**src/rtl/vmem_pkg.sv**
```systemverilog
package vmem_pkg;
  localparam int VM_ADDR_W  = 16;
  localparam int VM_DATA_W  = 16;
  localparam int VM_STAMP_W = 16;

  localparam logic [3:0] OP_VRAM_RD  = 4'h0;
  localparam logic [3:0] OP_VRAM_WR  = 4'h1;
  localparam logic [3:0] OP_CRAM_WR  = 4'h3;
  localparam logic [3:0] OP_VSRAM_RD = 4'h4;
  localparam logic [3:0] OP_VSRAM_WR = 4'h5;
  localparam logic [3:0] OP_CRAM_RD  = 4'h8;

  localparam logic [VM_DATA_W-1:0] CRAM_KEEP  = 16'h0EEE;
  localparam logic [VM_DATA_W-1:0] VSRAM_KEEP = 16'h03FF;

  typedef struct packed {
    logic [3:0]            code;
    logic [VM_ADDR_W-1:0]  addr;
    logic [VM_DATA_W-1:0]  value;
    logic [VM_STAMP_W-1:0] stamp;
    logic                  partial;
  } vm_entry_t;
endpackage

```
**src/rtl/vmem_ram.sv**
```systemverilog
module vmem_ram #(
  parameter int WIDTH = 16,
  parameter int DEPTH = 64,
  parameter int AW    = $clog2(DEPTH)
) (
  input  logic             clk,
  input  logic             we,
  input  logic [AW-1:0]    waddr,
  input  logic [WIDTH-1:0] wdata,
  input  logic [AW-1:0]    raddr,
  output logic [WIDTH-1:0] rdata
);
  logic [WIDTH-1:0] mem [DEPTH];

  always_ff @(posedge clk) begin
    if (we) mem[waddr] <= wdata;
  end

  assign rdata = mem[raddr];
endmodule

```
**src/rtl/vmem_wr_fifo.sv**
```systemverilog
module vmem_wr_fifo
  import vmem_pkg::*;
#(
  parameter int DEPTH = 4,
  parameter int PTR_W = $clog2(DEPTH),
  parameter int CNT_W = PTR_W + 1
) (
  input  logic             clk,
  input  logic             rst_n,
  input  logic             push,
  input  vm_entry_t        push_entry,
  input  logic             pop,
  input  logic             set_partial,
  output vm_entry_t        head,
  output logic [CNT_W-1:0] count,
  output logic             full,
  output logic             empty
);
  vm_entry_t        ent_q [DEPTH];
  vm_entry_t        ent_d [DEPTH];
  logic [PTR_W-1:0] wp_q, wp_d, rp_q, rp_d;
  logic [CNT_W-1:0] cnt_q, cnt_d;

  always_comb begin
    ent_d = ent_q;
    wp_d  = wp_q;
    rp_d  = rp_q;
    if (push) begin
      ent_d[wp_q] = push_entry;
      wp_d        = wp_q + PTR_W'(1);
    end
    if (set_partial) ent_d[rp_q].partial = 1'b1;
    if (pop) rp_d = rp_q + PTR_W'(1);
    cnt_d = cnt_q + CNT_W'(push) - CNT_W'(pop);
  end

  always_ff @(posedge clk) begin
    if (push || set_partial) ent_q <= ent_d;
  end

  always_ff @(posedge clk or negedge rst_n) begin
    if (!rst_n) begin
      wp_q  <= '0;
      rp_q  <= '0;
      cnt_q <= '0;
    end else begin
      wp_q  <= wp_d;
      rp_q  <= rp_d;
      cnt_q <= cnt_d;
    end
  end

  assign head  = ent_q[rp_q];
  assign count = cnt_q;
  assign full  = (cnt_q == CNT_W'(DEPTH));
  assign empty = (cnt_q == '0);
endmodule

```
**src/rtl/vmem_slot_arbiter.sv**
```systemverilog
module vmem_slot_arbiter
  import vmem_pkg::*;
#(
  parameter int FIFO_DEPTH  = 4,
  parameter int VRAM_BYTES  = 256,
  parameter int CRAM_WORDS  = 64,
  parameter int VSRAM_WORDS = 40,
  parameter int WR_DELAY    = 2
) (
  input  logic                  clk,
  input  logic                  rst_n,
  input  logic [VM_STAMP_W-1:0] cycle_cnt,
  input  logic                  slot_stb,
  input  logic [3:0]            cmd_code,
  input  logic [VM_ADDR_W-1:0]  cmd_addr,
  input  logic                  wr_req,
  input  logic [VM_DATA_W-1:0]  wr_data,
  input  logic                  rd_req,
  output logic                  wr_stall,
  output logic                  rd_busy,
  output logic                  rd_valid,
  output logic [VM_DATA_W-1:0]  rd_data
);
  localparam int VRAM_AW    = $clog2(VRAM_BYTES);
  localparam int CRAM_AW    = $clog2(CRAM_WORDS);
  localparam int VSRAM_AW   = $clog2(VSRAM_WORDS);
  localparam int WIDX_W     = 6;
  localparam int FIFO_CNT_W = $clog2(FIFO_DEPTH) + 1;
  localparam logic [WIDX_W:0] VS_LIMIT = (WIDX_W+1)'(VSRAM_WORDS);

  // queue
  vm_entry_t             fifo_head, push_entry;
  logic [FIFO_CNT_W-1:0] fifo_count;
  logic                  fifo_full, fifo_empty, fifo_pop, fifo_mark;
  logic                  wr_take, rd_take, rd_slot, wr_slot;

  // memories
  logic                  vram_we, cram_we, vsram_we;
  logic [VRAM_AW-1:0]    vram_waddr, vram_raddr;
  logic [7:0]            vram_wdata, vram_rdata;
  logic [VM_DATA_W-1:0]  cram_rdata, vsram_rdata;
  logic [WIDX_W-1:0]     head_idx, rd_idx;
  logic                  head_vs_ok, rd_vs_ok;

  // state
  logic                  rd_active_q, rd_active_d, rd_phase_q, rd_phase_d;
  logic [3:0]            rd_code_q, rd_code_d;
  logic [VM_ADDR_W-1:0]  rd_addr_q, rd_addr_d;
  logic [7:0]            rd_hi_q, rd_hi_d;
  logic                  rd_valid_q, rd_valid_d;
  logic [VM_DATA_W-1:0]  rd_data_q, rd_data_d, last_q, last_d;
  logic                  rd_done;
  logic [VM_DATA_W-1:0]  rd_result;

  assign wr_take = wr_req && !wr_stall;
  assign rd_take = rd_req && !rd_active_q && !wr_req;
  assign rd_slot = slot_stb && rd_active_q;
  assign wr_slot = slot_stb && !rd_active_q && !fifo_empty
                   && (fifo_head.stamp <= cycle_cnt);

  always_comb begin
    push_entry         = '0;
    push_entry.code    = cmd_code;
    push_entry.addr    = cmd_addr;
    push_entry.value   = wr_data;
    push_entry.stamp   = cycle_cnt + VM_STAMP_W'(WR_DELAY);
    push_entry.partial = 1'b0;
  end

  vmem_wr_fifo #(.DEPTH(FIFO_DEPTH)) u_fifo (
    .clk(clk), .rst_n(rst_n), .push(wr_take), .push_entry(push_entry),
    .pop(fifo_pop), .set_partial(fifo_mark), .head(fifo_head),
    .count(fifo_count), .full(fifo_full), .empty(fifo_empty)
  );

  // write side: head entry decode
  assign head_idx   = fifo_head.addr[WIDX_W:1];
  assign head_vs_ok = ({1'b0, head_idx} < VS_LIMIT);
  assign vram_we    = wr_slot && (fifo_head.code == OP_VRAM_WR);
  assign cram_we    = wr_slot && (fifo_head.code == OP_CRAM_WR);
  assign vsram_we   = wr_slot && (fifo_head.code == OP_VSRAM_WR) && head_vs_ok;
  assign fifo_mark  = vram_we && !fifo_head.partial;
  assign fifo_pop   = wr_slot && !fifo_mark;
  assign vram_waddr = fifo_head.partial ? (fifo_head.addr[VRAM_AW-1:0] ^ VRAM_AW'(1))
                                        : fifo_head.addr[VRAM_AW-1:0];
  assign vram_wdata = fifo_head.partial ? fifo_head.value[7:0] : fifo_head.value[15:8];

  always_comb begin
    last_d = last_q;
    if ((vram_we && fifo_head.partial) || cram_we || vsram_we) last_d = fifo_head.value;
  end

  // read side
  assign rd_idx     = rd_addr_q[WIDX_W:1];
  assign rd_vs_ok   = ({1'b0, rd_idx} < VS_LIMIT);
  assign vram_raddr = rd_phase_q ? (rd_addr_q[VRAM_AW-1:0] ^ VRAM_AW'(1))
                                 : rd_addr_q[VRAM_AW-1:0];

  vmem_ram #(.WIDTH(8), .DEPTH(VRAM_BYTES)) u_vram (
    .clk(clk), .we(vram_we), .waddr(vram_waddr), .wdata(vram_wdata),
    .raddr(vram_raddr), .rdata(vram_rdata)
  );
  vmem_ram #(.WIDTH(VM_DATA_W), .DEPTH(CRAM_WORDS)) u_cram (
    .clk(clk), .we(cram_we), .waddr(head_idx[CRAM_AW-1:0]), .wdata(fifo_head.value),
    .raddr(rd_idx[CRAM_AW-1:0]), .rdata(cram_rdata)
  );
  vmem_ram #(.WIDTH(VM_DATA_W), .DEPTH(VSRAM_WORDS)) u_vsram (
    .clk(clk), .we(vsram_we), .waddr(head_idx[VSRAM_AW-1:0]), .wdata(fifo_head.value),
    .raddr(rd_idx[VSRAM_AW-1:0]), .rdata(vsram_rdata)
  );

  always_comb begin
    rd_done   = 1'b0;
    rd_result = '0;
    rd_hi_d   = rd_hi_q;
    rd_phase_d = rd_phase_q;
    if (rd_slot) begin
      case (rd_code_q)
        OP_VRAM_RD: begin
          if (!rd_phase_q) begin
            rd_hi_d    = vram_rdata;
            rd_phase_d = 1'b1;
          end else begin
            rd_done   = 1'b1;
            rd_result = {rd_hi_q, vram_rdata};
          end
        end
        OP_CRAM_RD: begin
          rd_done   = 1'b1;
          rd_result = (cram_rdata & CRAM_KEEP) | (last_q & ~CRAM_KEEP);
        end
        OP_VSRAM_RD: begin
          rd_done   = 1'b1;
          rd_result = rd_vs_ok ? ((vsram_rdata & VSRAM_KEEP) | (last_q & ~VSRAM_KEEP)) : '0;
        end
        default: rd_done = 1'b1;
      endcase
    end
    rd_code_d   = rd_take ? cmd_code : rd_code_q;
    rd_addr_d   = rd_take ? cmd_addr : rd_addr_q;
    if (rd_take) rd_phase_d = 1'b0;
    rd_active_d = rd_take ? 1'b1 : (rd_done ? 1'b0 : rd_active_q);
    rd_valid_d  = rd_done;
    rd_data_d   = rd_done ? rd_result : rd_data_q;
  end

  always_ff @(posedge clk or negedge rst_n) begin
    if (!rst_n) begin
      rd_active_q <= 1'b0;
      rd_phase_q  <= 1'b0;
      rd_code_q   <= '0;
      rd_addr_q   <= '0;
      rd_hi_q     <= '0;
      rd_valid_q  <= 1'b0;
      rd_data_q   <= '0;
      last_q      <= '0;
    end else begin
      rd_active_q <= rd_active_d;
      rd_phase_q  <= rd_phase_d;
      rd_code_q   <= rd_code_d;
      rd_addr_q   <= rd_addr_d;
      rd_hi_q     <= rd_hi_d;
      rd_valid_q  <= rd_valid_d;
      rd_data_q   <= rd_data_d;
      last_q      <= last_d;
    end
  end

  assign wr_stall = fifo_full || rd_active_q;
  assign rd_busy  = rd_active_q;
  assign rd_valid = rd_valid_q;
  assign rd_data  = rd_data_q;
endmodule

```
**config.mk**
```make
export PLATFORM = sky130hd
export DESIGN_NAME = vmem_slot_arbiter
export DESIGN_NICKNAME = d
export VERILOG_FILES = /design/src/rtl/vmem_pkg.sv /design/src/rtl/vmem_ram.sv /design/src/rtl/vmem_wr_fifo.sv /design/src/rtl/vmem_slot_arbiter.sv
export SDC_FILE = /design/constraint.sdc
export NUM_CORES = 2
export LEC_CHECK = 0
export BUFFER_PORTS_ARGS = -buffer_cell sky130_fd_sc_hd__clkbuf_2
export CAP_MARGIN = 15
export CELL_PAD_IN_SITES_DETAIL_PLACEMENT = 2
export CELL_PAD_IN_SITES_GLOBAL_PLACEMENT = 2
export CORE_ASPECT_RATIO = 2
export CORE_MARGIN = 1.5
export CORE_UTILIZATION = 42
export DETAILED_ROUTE_END_ITERATION = 10
export HOLD_SLACK_MARGIN = 0.03
export PLACE_DENSITY = 0.69
export REMOVE_ABC_BUFFERS = 1
export SYNTH_ARGS = -nofsm -noshare
export SYNTH_HDL_FRONTEND = slang
export SYNTH_SLANG_ARGS = --single-unit
```
**constraint.sdc**
```tcl
create_clock -name clk -period 7.13 [get_ports clk]
set_input_delay 0.713 -clock clk [delete_from_list [all_inputs] [get_ports clk]]
set_output_delay 0.713 -clock clk [all_outputs]
set_load 0.01 [all_outputs]
```
Word level (Yosys, flattened, before mapping)
Memory sizes are Yosys's and may differ from the RTL's.
Cells that the tools add are included.
- register bits: 274
- memory bits (writable): 3712
- bits of input ports: 57
- output and inout port bits: 19
- word-level logic and storage cells: 124
- memories: 3
- memory list (memory ; depth ; width ; rd ports ; clocked after memory_dff ; write ports ; line ; source):
    u_vram.mem ; 256 ; 8 ; 1 ; 0 ; 1 ; vmem_ram.sv:13 ; logic [WIDTH-1:0] mem [DEPTH];
    u_cram.mem ; 64 ; 16 ; 1 ; 0 ; 1 ; vmem_ram.sv:13 ;
    u_vsram.mem ; 40 ; 16 ; 1 ; 0 ; 1 ; vmem_ram.sv:13 ;
- add/sub/neg operators: 5
- magnitude comparators: 7
- equal/unequal tests: 6
- muxes and demuxes: 32
- bitwise gates (word level): 7
- reductions and logical operators: 33
- operators by type and width (cell ; count):
    $bwmux W212 ; 2
    $mux W212 ; 2
    $demux W53 S2 ; 2
    $mux W53 ; 3
    $bmux W53 S2 ; 1
    $mux W16 ; 3
    $pmux W16 S3 ; 1
    $mux W1 ; 17
    $add A16 B2 Y16 const B ; 1
    $le A16 B16 Y1 ; 1
    $logic_and A1 B1 Y1 ; 16
    $or A10 B16 Y16 ; 1
    $or A12 B16 Y16 ; 1
    $lt A6 B6 Y1 const B ; 2
    $eq A4 B3 Y1 const B ; 2
    $mux W8 ; 1
    $ge A3 B3 Y1 const B ; 2
    $logic_not A1 Y1 ; 6
    $lt A3 B1 Y1 const B ; 2
    $not A2 Y3 ; 2
    $reduce_bool A2 Y1 ; 3
    $add A2 B1 Y2 const B ; 2
    $eq A4 B1 Y1 const B ; 1
    $eq A4 B2 Y1 const B ; 1
    other kinds (10) ; 15

Depth between registers and ports, before layout
- word-level depth: 11
- mapped depth: 22
- mapped depth without buffers: 19

Hierarchy
Synthesis repeated with hierarchy kept, for this count alone.
- cell total of the unflattened synthesis: 7444
- area total of the unflattened synthesis: 155557.9 um^2
- by module, submodules not included (module ; instances ; cells an instance ; area an instance (um^2) ; sequential area each (um^2)):
    vmem_ram (u_vram) ; 1 ; 3725 ; 79396.1 ; 61499.0
    vmem_ram (u_cram) ; 1 ; 1813 ; 39721.8 ; 30749.5
    vmem_ram (u_vsram) ; 1 ; 1302 ; 25314.3 ; 19218.4
    vmem_wr_fifo ; 1 ; 327 ; 8240.4 ; 6541.3
    vmem_slot_arbiter ; 1 ; 277 ; 2885.3 ; 1201.2

Least setup slack after synthesis
No wires, ideal clock.
- path type: reg2reg
- start: register u_fifo.rp_q[0]
- end: memory u_vsram.mem[32][0], enable pin
- setup time: 0.404 ns
- arrival: 4.985 ns
- data required time: 6.726 ns
- path slack: 1.741 ns
- stages on the path, launching flop included: 17
- buffers on the path: 6
- period minus slack after synthesis: 5.389 ns
- path through: dfrtp_1 -> buf_4 -> buf_4 -> buf_2 -> buf_1 -> mux4_2 -> ha_1 -> nor2b_1 -> o21a_1 -> o21a_1 -> o21a_1 -> o21ai_0 -> a2111oi_0 -> o22a_1 -> buf_2 -> clkbuf_1 -> nor4_1
- cells in the longest elaborated chain, start to end: 10
- elaborated cells between the ends (all ways): 12
- classes of those cells: 2 x order compare; 1 x eq/ne; 5 x mux; 1 x bitwise; 3 x reduce/logical
- ends and longest elaborated chain (what ; line ; source):
    start: declaration ; vmem_wr_fifo.sv:21 ; logic [PTR_W-1:0] wp_q, wp_d, rp_q, rp_d;
    start signal: assignment ; vmem_wr_fifo.sv:48 ; rp_q <= rp_d;
    $not A2 Y3 (implied by the code) * ; vmem_wr_fifo.sv:53 ; assign head = ent_q[rp_q];
    $bmux W53 S2 * ; vmem_wr_fifo.sv:53 ;
    $mux W53 (implied by the code) * (2 in series) ; vmem_wr_fifo.sv:53 ;
    $le A16 B16 Y1 ; vmem_slot_arbiter.sv:59 ; && (fifo_head.stamp <= cycle_cnt);
    $logic_and A1 B1 Y1 ; vmem_slot_arbiter.sv:59 ;
    $logic_and A1 B1 Y1 (2 in series) ; vmem_slot_arbiter.sv:81 ; assign vsram_we = wr_slot && (fifo_head.code == OP_VSRAM_WR) && head_vs_ok;
    $mux W1 ; vmem_ram.sv:16 ; if (we) mem[waddr] <= wdata;
    $mux W1 (implied by the code) ; vmem_ram.sv:16 ;
    end: declaration ; vmem_ram.sv:13 ;
Every way passes the cells marked *; elsewhere a longest branch is shown, timed or not. The select of a mux whose other input is x is not followed.

Worst setup path after layout
- start: register u_fifo.rp_q[0]
- end: memory u_vram.mem[476][3] (netlist: u_vram.mem[238][3]), enable pin
- cells in the longest elaborated chain, start to end: 9
- elaborated cells between the ends (all ways): 12
- classes of those cells: 1 x order compare; 1 x eq/ne; 6 x mux; 2 x bitwise; 2 x reduce/logical
- ends and longest elaborated chain (what ; line ; source):
    $not A2 Y3 (implied by the code) * ; vmem_wr_fifo.sv:53 ;
    $bmux W53 S2 * ; vmem_wr_fifo.sv:53 ;
    $mux W53 (implied by the code) * (2 in series) ; vmem_wr_fifo.sv:53 ;
    $le A16 B16 Y1 ; vmem_slot_arbiter.sv:59 ;
    $logic_and A1 B1 Y1 ; vmem_slot_arbiter.sv:59 ;
    $logic_and A1 B1 Y1 ; vmem_slot_arbiter.sv:79 ; assign vram_we = wr_slot && (fifo_head.code == OP_VRAM_WR);
    $mux W1 ; vmem_ram.sv:16 ;
    $mux W1 (implied by the code) ; vmem_ram.sv:16 ;
    end: declaration ; vmem_ram.sv:13 ;
Marks and branches as above.

==> tab_implementation.tex <==
\begin{tabular}{lr}
\hline
Metric & Value \\
\hline
\multicolumn{2}{l}{\textbf{Routing}} \\
\quad Final antenna-violating net count & 0 \\
\quad Total Routed Length & between 400000 and 500000 um \\
\quad DRC marker count from the first detailed-route iteration & $\sim$6700 \\
\quad Wire per inst & about 37 um \\
\quad First-pass DRT Iterations & 7 \\
\quad Number of remaining DRC errors & 0 \\
\quad Vias per std cell & a little over 6 \\
\quad Total number of vias & 75900 \\
\multicolumn{2}{l}{\textbf{Yosys}} \\
\quad Complex-gate fraction of the synthesized area & 0.0338 \\
\quad Sequential area share after synthesis & 0.760 \\
\quad Number of warnings printed during yosys synthesis & 0 \\
\quad Post-synth EDFFs & $\sim$3200 \\
\quad Post-Synthesis Cells & 7903 \\
\quad Proportion of synthesized flip-flops having asynchronous set or reset & 0.0169 \\
\quad Synthesis-stage register bit count & 3259 \\
\quad Adder-cell share of the synthesized area & 0.00279 \\
\quad Simple-gate share of the synthesized area & 0.0906 \\
\quad Primary FF master, synth & edfxtp\_1 \\
\quad Synthesized area per cell & between 15 and 20 um2 \\
\quad Multiplexer fraction of the synthesized cell area & 0.0913 \\
\quad Syn Std Cell Area & 128000 um2 \\
\quad Dominant combinational cell family by area after synthesis & multiplexers \\
\quad Number of distinct library cells after synthesis & a little over 70 \\
\quad XOR/XNOR share of the synthesized area & 0.00158 \\
\multicolumn{2}{l}{\textbf{Status}} \\
\quad Status & complete, no violations \\
\multicolumn{2}{l}{\textbf{Timing}} \\
\quad Slew HR & 0.0801 \\
\quad Total setup violations reported at the end of the flow & 0 \\
\quad Clock period minus worst slack & roughly 5.9 ns \\
\quad Largest clock skew in the final design & about 0.058 ns \\
\quad Max frequency & about 0.17 GHz \\
\quad Slew Limit Fails & 0 \\
\quad Final number of hold-violating endpoints & 0 \\
\quad Sum of negative setup slack & 0 ns \\
\quad Transition time at the pin with the least slew margin & approximately 1.4 ns \\
\quad RSZ-0062 raised after global routing & false \\
\quad Post-route clock period utilization & 0.824 \\
\multicolumn{2}{l}{\textbf{Power}} \\
\quad Leakage dissipation & between 0.04 and 0.05 uW \\
\quad Pwr/cell area & 502 nW/um2 \\
\quad Worst IR Drop VDD & approximately 530 uV \\
\multicolumn{2}{l}{\textbf{Setup path}} \\
\quad Worst endpoint required time & $\sim$7.6 ns \\
\quad Register-to-register path setup slack & 1.26 ns \\
\quad Critical Path Source & u\_fifo.rp\_q[0] \\
\quad Arrival time worst endpoint & 6.38 ns \\
\quad Endpoint of the most critical setup path & u\_vram.mem[238][3] \\
\quad Critical path capture point type & flip-flop \\
\quad Reg2Reg Depth & 10 \\
\quad Startpoint class of the critical path & flip-flop \\
\quad Reg2reg start & u\_fifo.rp\_q[0] \\
\quad Start-to-end type of the worst setup path & flip-flop to flip-flop \\
\quad Crit path max fanout & 58 \\
\quad Endpoint of the worst register-to-register path & u\_vram.mem[238][3] \\
\multicolumn{2}{l}{\textbf{GRT}} \\
\quad GRT overflow & 0 \\
\quad Global router's overall resource usage & 0.296 \\
\quad Pin count of the biggest net entering global routing & between 100 and 150 \\
\quad Antenna violations before repair & 12 \\
\quad Vias in the first global route & just over 80000 \\
\quad Global-route wire length before repair & around 650000 um \\
\multicolumn{2}{l}{\textbf{CTS}} \\
\quad Root buffer cell & clkbuf\_16 \\
\quad Number of H-tree levels & 5 \\
\quad Clock sinks & $\sim$3300 \\
\quad Clock buffer depth & 4 \\
\quad Number of buffers created by CTS & approximately 290 \\
\quad Clock-pin transition on the worst setup and hold timing paths & around 0.070 ns \\
\quad Clk Latency, worst-skew pair & roughly 0.95 ns \\
\quad Clock tree from TritonCTS & built \\
\quad Number of gates resized after cts & 0 \\
\quad Post-CTS setup-driven buffer insertion count & 0 \\
\quad Count of hold buffers inserted by post-cts repair & 19 \\
\multicolumn{2}{l}{\textbf{Place}} \\
\quad Count of buffers from port buffering & 67 \\
\quad Half-perimeter wire length after placement & between 300000 and 400000 um \\
\quad Gpl congestion & 0.862 \\
\quad Placed insts & roughly 12000 \\
\multicolumn{2}{l}{\textbf{Layout}} \\
\quad Net count reported at finish & between 8000 and 9000 \\
\quad Area of combinational cells with multiple inputs & about 29000 um2 \\
\quad Layout area overhead & 13.5\% \\
\quad Fillers & approximately 28000 \\
\quad Post-route non-filler standard cell count & between 10000 and 15000 \\
\quad Register area & a little under 100000 um2 \\
\quad Fraction of layout instances using a drive strength above 1 & 0.177 \\
\multicolumn{2}{l}{\textbf{Floorplan}} \\
\quad Initial core utilization & 0.421 \\
\quad I/O Pins & 76 \\
\quad Std cell rows & 287 \\
\quad Die Height & roughly 790 um \\
\quad Overall die area & approximately 310000 um2 \\
\quad Core box area & 305000 um2 \\
\quad Die boundary width & $\sim$390 um \\
\multicolumn{2}{l}{\textbf{Flow run}} \\
\quad Max-capacitance violation count & 0 \\
\multicolumn{2}{l}{\textbf{Hold path}} \\
\quad Start point of the worst min-delay path & cmd\_addr[5] \\
\quad Class of the tightest hold or removal check & input port to flip-flop \\
\hline
\end{tabular}
[critical path, cell delays in order, from the launching register on]
cell	delay, ns
dfrtp_4	0.66
buf_4	0.43
mux4_2	0.56
ha_1	0.31
nand2_1	0.14
nor4_1	0.59
mux2i_1	0.23
o22a_4	0.40
nand2b_4	0.50
buf_12	0.37
nor3_1	1.08
[power breakdown]
part / internal, uW / leakage, uW / switching, uW
logic: 7300 / 0.0134 / 23200
clock network: 8790 / 0.00449 / 7270
registers: 26300 / 0.0295 / 422
[logic make-up (layout without fill, tap and decap cells)]
kind of cell               count (synthesis)  after routing
DFF                                     3259           3259
buffers and inverters                    569           1147
AOI/OAI and AO/OA                        690            690
other                                      0             42
xor gates and xnor gates                  21             21
muxes                                    710            710
adders and majority gates                 28             28
and+or+nand+nor                         2626           2626
[metrics by stage]
| stage | hold WS, ns | area (um2) | total power (uW) | utilization | worst slack, ns |
|---|---|---|---|---|---|
| after floorplan | 0.417 | 126000 | 42200 | - | -19.25 |
| after global placement | 0.481 | 135000 | 55800 | 0.444 | 1.36 |
| after detailed placement | 0.499 | 135000 | 57300 | 0.444 | 1.25 |
| after CTS | 0.0388 | 145000 | 73400 | 0.475 | 1.16 |
| after global routing | 0.0543 | 146000 | 74900 | 0.478 | 1.17 |
| final | 0.0545 | 146000 | 73300 | 0.478 | 1.26 |
[area by class of cell]
cell class	instances	area share
Antenna cell	42	0.000721
Clock buffer	369	0.0542
Clock inverter	134	0.00896
Inverter	37	0.000970
Multi-Input combinational cell	4075	0.199
Sequential cell	3259	0.669
Tap cell	4046	0.0347
Timing Repair Buffer	607	0.0326
[sequential cells by signal, summed over array words and instances (netlist names), 2 cells and up, named ones only]
signal / cells
last_q: 9
rd_addr_q: 8
rd_code_q: 4
rd_data: 16
rd_hi_q: 8
u_cram.mem: 576
u_fifo.count: 3
u_fifo.ent_q: 4
u_fifo.rp_q: 2
u_fifo.wp_q: 2
u_vram.mem: 2048
u_vsram.mem: 400
[routing by layer]
metal / GRT usage / vias up / part of all wire
met1: 0.300 / 40700 / 0.33
met5: 0 / - / 0.000051
met3: 0.0366 / 1063 / 0.043
li1: - / 31500 / -
met4: 0.242 / 4 / 0.095
met2: 0.543 / 2684 / 0.53
[cells in the final DEF, fill, tap and decap left out, types with 19 or more instances in the layout]
master / netlist / layout
nand4_1: 142 / 142
dfrtp_1: 55 / 47
and3_1: 20 / 20
dlygate4sd3_1: 0 / 19
buf_2: 200 / 75
a32oi_1: 23 / 23
clkbuf_4: 0 / 52
nor2_1: 47 / 45
clkinv_2: 0 / 36
nand2_1: 1502 / 1495
diode_2: 0 / 42
a21oi_1: 220 / 220
nor4_1: 97 / 66
nor4_2: 0 / 30
edfxtp_1: 3204 / 3204
mux4_2: 366 / 359
a31oi_1: 151 / 151
buf_12: 0 / 42
clkbuf_16: 0 / 303
nand3_1: 379 / 378
ha_1: 27 / 27
bufinv_16: 0 / 26
nor3_1: 375 / 341
mux2i_1: 308 / 308
nor3_2: 2 / 36
inv_1: 34 / 29
clkbuf_2: 1 / 80
o21ai_0: 39 / 32
clkinv_1: 3 / 57
clkbuf_1: 215 / 59
mux2_2: 36 / 28
buf_4: 33 / 337
o22ai_1: 126 / 126
[Yosys cell counts (all sizes together) (4+ instances only)]
cell / number / area, um2
or4: 6 / 45.0
nand3: 379 / 1900
and3: 20 / 125
a311oi: 14 / 123
a211oi: 14 / 105
o311ai: 6 / 52.6
xnor2: 18 / 176
a2111oi: 8 / 82.6
a31oi: 151 / 945
clkbuf: 216 / 812
nor4: 97 / 607
nor3: 377 / 1900
a22oi: 5 / 37.5
or3: 6 / 37.5
mux2i: 308 / 3080
buf: 316 / 1620
and2: 7 / 43.8
ha: 27 / 338
nand2b: 14 / 87.6
edfxtp: 3204 / 96200
dfrtp: 55 / 1380
o41ai: 15 / 139
nor3b: 4 / 35.0
a21o: 4 / 30.0
or2: 9 / 56.3
nor2b: 14 / 87.6
o21a: 4 / 30.0
a21oi: 220 / 1100
o21ai: 44 / 220
o221ai: 16 / 140
nand2: 1502 / 5640
a22o: 4 / 35.0
a32oi: 23 / 201
o211ai: 9 / 67.6
mux2: 36 / 405
inv: 34 / 128
mux4: 366 / 8240
nor2: 48 / 183
o32ai: 5 / 43.8
nand4: 142 / 888
o22ai: 126 / 788
[worst min path at each step]
| stage | to | cells after the start |
|---|---|---|
| after global routing | flip-flop | 1 |
| after floorplan | last_q[0] | 0 |
| after detailed placement | rd_data[15] | 2 |
| final | flip-flop | 1 |
| after global placement | rd_data[15] | 2 |
| after CTS | flip-flop | 1 |
(Power assumes the default switching activity.)
